<file path="config.mk">
export PLATFORM = sky130hd
export DESIGN_NAME = txind_pin_mux
export DESIGN_NICKNAME = d
export VERILOG_FILES = /design/src/rtl/txind_pkg.sv /design/src/rtl/txind_cfg_reg.sv /design/src/rtl/txind_hiz_stub.sv /design/src/rtl/txind_drive_state.sv /design/src/rtl/txind_pin_select.sv /design/src/rtl/txind_pin_mux.sv
export SDC_FILE = /design/constraint.sdc
export NUM_CORES = 1
export LEC_CHECK = 0
export BUFFER_PORTS_ARGS = -buffer_cell sky130_fd_sc_hd__clkbuf_2
export CORE_MARGIN = 3
export CORE_UTILIZATION = 47
export DETAILED_ROUTE_END_ITERATION = 7
export PLACE_DENSITY = 0.81
export SYNTH_ARGS = -nofsm -noshare
export SYNTH_HDL_FRONTEND = slang
export SYNTH_SLANG_ARGS = --single-unit
</file>
<file path="constraint.sdc">
create_clock -name clk -period 1.9 [get_ports clk]
set_clock_uncertainty 0.05 [all_clocks]
set_input_delay 0.38 -clock clk [delete_from_list [all_inputs] [get_ports clk]]
set_output_delay 0.38 -clock clk [all_outputs]
set_load 0.03 [all_outputs]
</file>
<file path="src/rtl/txind_pkg.sv">
package txind_pkg;

  // Connection-memory mode field values
  typedef enum logic [1:0] {
    MODE_VAR_DLY   = 2'b00,
    MODE_CONST_DLY = 2'b01,
    MODE_PROC      = 2'b10,
    MODE_HIZ       = 2'b11
  } cm_mode_e;

  // Configuration bits, packed in write order {3,2,1,0}
  typedef struct packed {
    logic all_ind;   // every pin reports its own stream
    logic half_ind;  // upper pins report lower streams
    logic ind_pol;   // 1: indicator high means active
    logic out_on;    // data drivers on regardless of drv_en
  } cfg_t;

  localparam int CFG_W = $bits(cfg_t);

  function automatic logic mode_forces_hiz(input logic [1:0] mode);
    return mode == MODE_HIZ;
  endfunction

endpackage

</file>
<file path="src/rtl/txind_cfg_reg.sv">
module txind_cfg_reg
  import txind_pkg::*;
(
  input  logic             clk,
  input  logic             rst_n,
  input  logic             wr_en,
  input  logic [CFG_W-1:0] wr_data,
  output cfg_t             cfg_q
);

  cfg_t cfg_d;

  always_comb begin
    cfg_d = cfg_q;
    if (wr_en) begin
      cfg_d = cfg_t'(wr_data);
    end
  end

  always_ff @(posedge clk or negedge rst_n) begin
    if (!rst_n) begin
      cfg_q <= '0;
    end else begin
      cfg_q <= cfg_d;
    end
  end


  cfg_hold_chk: assert property (@(posedge clk) disable iff (!rst_n)
    !wr_en |=> $stable(cfg_q));


  cfg_load_chk: assert property (@(posedge clk) disable iff (!rst_n)
    wr_en |=> (cfg_q == $past(wr_data)));

endmodule

</file>
<file path="src/rtl/txind_hiz_stub.sv">
module txind_hiz_stub
  import txind_pkg::*;
#(
  parameter int N_STREAMS = 32
) (
  input  logic [2*N_STREAMS-1:0] cm_mode,
  output logic [N_STREAMS-1:0]   hiz_req
);

  // Stand-in for the connection memory read path: one decoder per stream
  for (genvar s = 0; s < N_STREAMS; s++) begin : g_dec
    always_comb begin
      hiz_req[s] = mode_forces_hiz(cm_mode[2*s +: 2]);
    end
  end

endmodule

</file>
<file path="src/rtl/txind_drive_state.sv">
module txind_drive_state #(
  parameter int N_STREAMS = 32
) (
  input  logic                 clk,
  input  logic                 rst_n,
  input  logic                 ch_strobe,
  input  logic [N_STREAMS-1:0] hiz_req,
  input  logic [N_STREAMS-1:0] ser_data,
  output logic [N_STREAMS-1:0] drive_q,
  output logic [N_STREAMS-1:0] data_q
);

  logic [N_STREAMS-1:0] drive_d;
  logic [N_STREAMS-1:0] data_d;

  always_comb begin
    drive_d = drive_q;
    if (ch_strobe) begin
      drive_d = ~hiz_req;
    end
    data_d = ser_data;
  end

  always_ff @(posedge clk or negedge rst_n) begin
    if (!rst_n) begin
      drive_q <= '0;
      data_q  <= '0;
    end else begin
      drive_q <= drive_d;
      data_q  <= data_d;
    end
  end


  drive_hold_chk: assert property (@(posedge clk) disable iff (!rst_n)
    !ch_strobe |=> $stable(drive_q));


  drive_capture_chk: assert property (@(posedge clk) disable iff (!rst_n)
    ch_strobe |=> (drive_q == ~$past(hiz_req)));

endmodule

</file>
<file path="src/rtl/txind_pin_select.sv">
module txind_pin_select
  import txind_pkg::*;
#(
  parameter int N_STREAMS = 32
) (
  input  logic                 clk,
  input  logic                 rst_n,
  input  cfg_t                 cfg,
  input  logic                 drv_en,
  input  logic [N_STREAMS-1:0] drive_q,
  input  logic [N_STREAMS-1:0] data_q,
  output logic [N_STREAMS-1:0] tx_pin,
  output logic [N_STREAMS-1:0] tx_oe
);

  localparam int HALF = N_STREAMS / 2;

  logic                 drivers_on;
  logic [N_STREAMS-1:0] active;
  logic [N_STREAMS-1:0] ind;

  always_comb begin
    drivers_on = drv_en | cfg.out_on;
    active     = drive_q & {N_STREAMS{drivers_on}};
    ind        = cfg.ind_pol ? active : ~active;
  end

  for (genvar p = 0; p < N_STREAMS; p++) begin : g_pin
    if (p >= HALF) begin : g_upper
      always_comb begin
        if (cfg.all_ind) begin
          tx_pin[p] = ind[p];
          tx_oe[p]  = 1'b1;
        end else if (cfg.half_ind) begin
          tx_pin[p] = ind[p-HALF];
          tx_oe[p]  = 1'b1;
        end else begin
          tx_pin[p] = active[p] & data_q[p];
          tx_oe[p]  = active[p];
        end
      end


      upper_ind_drv_chk: assert property (@(posedge clk) disable iff (!rst_n)
        (cfg.all_ind || cfg.half_ind) |-> tx_oe[p]);
    end else begin : g_lower
      always_comb begin
        if (cfg.all_ind) begin
          tx_pin[p] = ind[p];
          tx_oe[p]  = 1'b1;
        end else begin
          tx_pin[p] = active[p] & data_q[p];
          tx_oe[p]  = active[p];
        end
      end


      lower_ind_drv_chk: assert property (@(posedge clk) disable iff (!rst_n)
        cfg.all_ind |-> tx_oe[p]);
    end


    undriven_low_chk: assert property (@(posedge clk) disable iff (!rst_n)
      !tx_oe[p] |-> !tx_pin[p]);
  end

endmodule

</file>
<file path="src/rtl/txind_pin_mux.sv">
module txind_pin_mux
  import txind_pkg::*;
#(
  parameter int N_STREAMS = 32
) (
  input  logic                   clk,
  input  logic                   rst_n,
  input  logic                   cfg_we,
  input  logic [CFG_W-1:0]       cfg_wdata,
  input  logic                   drv_en,
  input  logic                   ch_strobe,
  input  logic [2*N_STREAMS-1:0] cm_mode,
  input  logic [N_STREAMS-1:0]   ser_data,
  output logic [N_STREAMS-1:0]   tx_pin,
  output logic [N_STREAMS-1:0]   tx_oe
);

  cfg_t                 cfg_q;
  logic [N_STREAMS-1:0] hiz_req;
  logic [N_STREAMS-1:0] drive_q;
  logic [N_STREAMS-1:0] data_q;

  txind_cfg_reg u_cfg (
    .clk     (clk),
    .rst_n   (rst_n),
    .wr_en   (cfg_we),
    .wr_data (cfg_wdata),
    .cfg_q   (cfg_q)
  );

  txind_hiz_stub #(.N_STREAMS(N_STREAMS)) u_hiz (
    .cm_mode (cm_mode),
    .hiz_req (hiz_req)
  );

  txind_drive_state #(.N_STREAMS(N_STREAMS)) u_state (
    .clk       (clk),
    .rst_n     (rst_n),
    .ch_strobe (ch_strobe),
    .hiz_req   (hiz_req),
    .ser_data  (ser_data),
    .drive_q   (drive_q),
    .data_q    (data_q)
  );

  txind_pin_select #(.N_STREAMS(N_STREAMS)) u_sel (
    .clk     (clk),
    .rst_n   (rst_n),
    .cfg     (cfg_q),
    .drv_en  (drv_en),
    .drive_q (drive_q),
    .data_q  (data_q),
    .tx_pin  (tx_pin),
    .tx_oe   (tx_oe)
  );


  all_off_chk: assert property (@(posedge clk) disable iff (!rst_n)
    (!drv_en && !cfg_q.out_on && !cfg_q.all_ind && !cfg_q.half_ind) |-> (tx_oe == '0));


  reset_idle_chk: assert property (@(posedge clk)
    $rose(rst_n) |-> (tx_oe == '0 && tx_pin == '0));

endmodule

</file>
## After elaboration in Yosys (flattened, before gate mapping)

Index checks and enable logic that the tools add are counted.

- Bits in registers: 68
- Latch bits: 0
- Memory bits (writable): 0
- Bits in read-only memories: 0
- Input port bits: 105
- Output and inout port bits: 64
- Memories: 0

- Add/sub/neg operators: 0
- Multiply operators: 0
- Divide/modulo/power cells: 0
- Order comparisons: 0
- Equality and inequality tests: 32
- Shift operators: 0
- Mux-type cells: 97
- Bitwise gates (word level): 36
- Reduce and logical (&&, ||, !) cells: 0

Operator list:

| operator | count |
|---|---|
| 1-bit two-way mux | 96 |
| 2-bit equality test, second input constant | 32 |
| 32-bit NOT | 2 |
| 1-bit AND | 32 |
| 32-bit AND | 1 |
| 32-bit two-way mux | 1 |
| 1-bit OR | 1 |

## Logic depth before layout (Yosys ltp)

- Depth in word-level cells: 6
- Gate-level depth with buffers: 6
- Gate-level depth less buffers: 3

## Modules after synthesis

A second synthesis with hierarchy kept.

- Cell total of the unflattened synthesis: 381
- Area, all modules: 3963.8 um2

Modules (own cells, without submodules):

| module | times used | cells each | area an instance (um2) | sequential area each (um2) |
|---|---|---|---|---|
| txind_drive_state | 1 | 132 | 2110.8 | 1601.5 |
| txind_pin_select | 1 | 209 | 1507.7 | 0.0 |
| txind_hiz_stub | 1 | 32 | 200.2 | 0.0 |
| txind_cfg_reg | 1 | 8 | 145.1 | 100.1 |

## Least setup slack after synthesis

No wires, ideal clock.

- Path type: reg-to-output
- From: register, netlist name u_cfg.cfg_q[1]
- To: output port tx_pin[26]
- Arrival time: 1.531 ns
- Required time: 1.470 ns
- Path slack: -0.061 ns
- Cell stages (with the launch flop): 7
- Path through: dfrtp_1 -> buf_4 -> nor2b_1 -> buf_2 -> buf_4 -> nand2_1 -> a32oi_1

- Longest elaborated chain between the ends: 3

RTL lines:

| what | RTL line | text |
|---|---|---|
| 32-bit two-way mux (*) | txind_pin_select.sv:25 | `ind = cfg.ind_pol ? active : ~active;` |
| 1-bit two-way mux | txind_pin_select.sv:34 | `end else if (cfg.half_ind) begin` |
| 1-bit two-way mux (*) | txind_pin_select.sv:31 | `if (cfg.all_ind) begin` |
| end: declaration | txind_pin_mux.sv:14 | `output logic [N_STREAMS-1:0] tx_pin,` |

Every way passes the cells marked *; elsewhere a longest branch is shown, timed or not.

## Final worst setup path

- From: register, netlist name u_cfg.cfg_q[0]
- To: output port tx_pin[26]

- Longest elaborated chain between the ends: 6
- Elaborated cells on any way between the ends: 7

RTL lines:

| what | RTL line | text |
|---|---|---|
| 1-bit OR (*) | txind_pin_select.sv:23 | `drivers_on = drv_en \| cfg.out_on;` |
| 32-bit AND (*) | txind_pin_select.sv:24 | `active = drive_q & {N_STREAMS{drivers_on}};` |
| 32-bit NOT | txind_pin_select.sv:25 |  |
| 32-bit two-way mux | txind_pin_select.sv:25 |  |
| 1-bit two-way mux | txind_pin_select.sv:34 |  |
| 1-bit two-way mux (*) | txind_pin_select.sv:31 |  |

Marked as above.

==> results.toml <==
[critical_path]
r2r-start = "u_cfg.cfg_q[2]$_DFFE_PN0P_"
cp-start-kind = "register"
end_kind = "output pin"
reg2reg_slack_ns = 0.64
arrival_ns = 1.95
reg2reg_to = "u_cfg.cfg_q[2]$_DFFE_PN0P_"
path_max_fanout = 4
rr_worst_depth = 2
cp_data_required_time_ns = 1.47
worstSetupPathType = "register to output pin"

[sta]
slew_violations = 0
hold_violations = 9
rsz0062_at_grt = "true"
max_freq_mhz = 421
slew_headroom_pct = 71.9
setup_slack_ns = -0.477
finalCritPeriodShare_pct = 125
fin_setup_tns_ns = -12.44
worst_pin_slew_ns = 0.418
setup_viol = 59
finalCriticalPeriod_ns = 2.38
holdWs_ns = -0.0194

[placed_design]
dp_hpwl_microns = 8240
io_buffers = 168
dp.cells = 625
gp_congestion = 0.865

[die]
rows = 31
dieWidth_microns = 92.8
io_pins = 169
core_sq_mm = 0.00729
start_util_pct = 48.5
dieArea_sq_mm = 0.00861
die_y_microns = 92.8

[global_routing]
antenna_found_initial = 0
grt_max_degree = 69
grt_pass1_wl_microns = 18900
track_usage_pct = 28.3
grt-ovfl-total = 0
grt_pass1_vias = 3757

[synth]
synthMuxAreaShare_pct = 8.59
postSynthCellCount = 357
synth_top_family_by_area = "compound AO/OA/AOI/OAI gates"
yosysTopAreaCellShare_pct = 48.1
syn_avg_cell_area_sq_um = 9.91
yosysUniqueCellTypes = 26
ys_ff_latch = 68
synth.largest_area_cell = "dfrtp_1"
yosys-top-cells-area = "dfrtp_1 48%, a31oi_1 8.0%, xnor2_1 7.9%"
yosysWarnings = 0
synth_compound_area_share_pct = 18.2
synth_fa_ha_area_share_pct = 0
seq_area_frac_synth_pct = 48.1
ys_async_sr_fraction_pct = 100
synth_xor_area_share_pct = 7.92
syn_nets = 462
synth_edf_count = 0
synthSimpleGateAreaFrac_pct = 12.3
synth.cell_area_sq_mm = 0.00354
ys.flop_type = "dfrtp_1"

[clock_tree]
cts_tree = "built"
clkLatencyLatePin_ns = 0.34
cts_made_buffers = 9
cts-root-buf = "clkbuf_8"
path_clk_slew_ns = 0.08
clock_path_buffers = 2
cts_hold_buf = 0
cts.sinks = 68
ctsHtreeMaxLevel = 3

[detailed_routing]
drt-vias-per-instance = 5.91
drc = 0
first_pass_iters = 5
drtIter0Drc = 307
drt-total-wl_microns = 13600
vias = 3839
wl_per_cell_microns = 21.0
ant_nets = 0

[run_status]
violations = "negative hold slack, negative setup slack"
outcome = "complete, but fails checks"

[pwr]
peakVddDrop_mv = 0.515
leakagePower_nw = 2.61
p_per_area_mw_per_mm2 = 909
totalPowerFinal_mw = 5.21

[layout]
area_delta_synth_final_pct = 62.0
layoutNonFillerInstCount = 650
fin_nets = 651
antenna_cells = 0
drive_above_1_share_pct = 52.5
final_cell_mix = "109 x clkbuf_2, 65 x dfrtp_1, 41 x a31oi_1, 41 x buf_4"
layout_commonest_cell = "clkbuf_2"

[min_path]
hold_class = "input port to asynchronous set/reset pin"

[run]
drv_cap = 0
timing repair:
action,CTS,global route
pin swaps,0,4
setup endpoints to repair,64,64
buffers inserted,6,0
gates cloned,1,2
resized for setup,107,104
through the flow:
step                util, %  area [sq um]  setup WS (ns)
finish                 78.6          5730         -0.477
global route           78.6          5730         -0.544
CTS                    74.0          5400         -0.345
detailed placement     64.5          4700        -0.0858
global placement       64.5          4700        -0.0673
floorplan                 -          3600       -0.00757
cells in the mapped netlist (3+ instances only):
cell type and number:
buf_1 7, nand4_1 5, nand2b_1 16, a32oi_1 5, a41oi_1 3, dfrtp_1 68, a22oi_1 11, nor2_1 33
xnor2_1 32, nand3_1 16, nand2_1 22, a31oi_1 45, mux2i_1 27, o21ai_2 9, o21ai_1 23, clkbuf_1 6
buf_4 6, buf_2 13, mux2_2 3
power by group:
part / leakage, nW / internal, mW / switching, mW
logic: 1.76 / 0.899 / 1.23
clock network: 0.111 / 0.875 / 0.560
registers: 0.742 / 1.55 / 0.102
cells by family after synthesis:
logic type	Yosys count
muxes	30
and+or+nand+nor	95
buffers and inverters	34
AOI/OAI and AO/OA	98
xor gates and xnor gates	32
DFF	68
registers in the layout, summed over array words and instances (netlist names):
name and cells:
u_state.drive_q 32, u_cfg.cfg_q 4, u_state.data_q 32
layout make-up:
type / count / area (sq um)
sequential: 68 / 1710
inverter: 1 / 3.75
tap: 99 / 124
multi-input combinational: 255 / 2060
fill: 447 / 1560
timing repair buffer: 211 / 1600
clock inverter: 4 / 97.6
clock buffer: 12 / 135
critical path: stages, from the launching register on:
cell,delay (ns)
dfrtp_2,0.45
or2_1,0.31
buf_4,0.18
a31oi_1,0.30
a32oi_2,0.15
clkbuf_4,0.20
how the worst max path moves through the flow:
| stage | from | endpoint |
|---|---|---|
| CTS | u_cfg.cfg_q[0]$_DFFE_PN0P_ | tx_pin[19] |
| detailed placement | drv_en | tx_pin[24] |
| finish | u_cfg.cfg_q[0]$_DFFE_PN0P_ | tx_pin[26] |
| global placement | drv_en | tx_pin[19] |
| global route | u_cfg.cfg_q[0]$_DFFE_PN0P_ | tx_pin[26] |
| floorplan | u_cfg.cfg_q[3]$_DFFE_PN0P_ | tx_pin[10] |
routing by layer:
metal / wire length (microns) / up-vias / global-route usage [%]
li1: - / 1657 / -
met1: 4910 / 1826 / 33.3
met2: 6820 / 287 / 47.6
met3: 1190 / 69 / 7.31
met4: 700 / 0 / 13.9
met5: 0 / - / 0
Power figures use the tool's default switching activity.
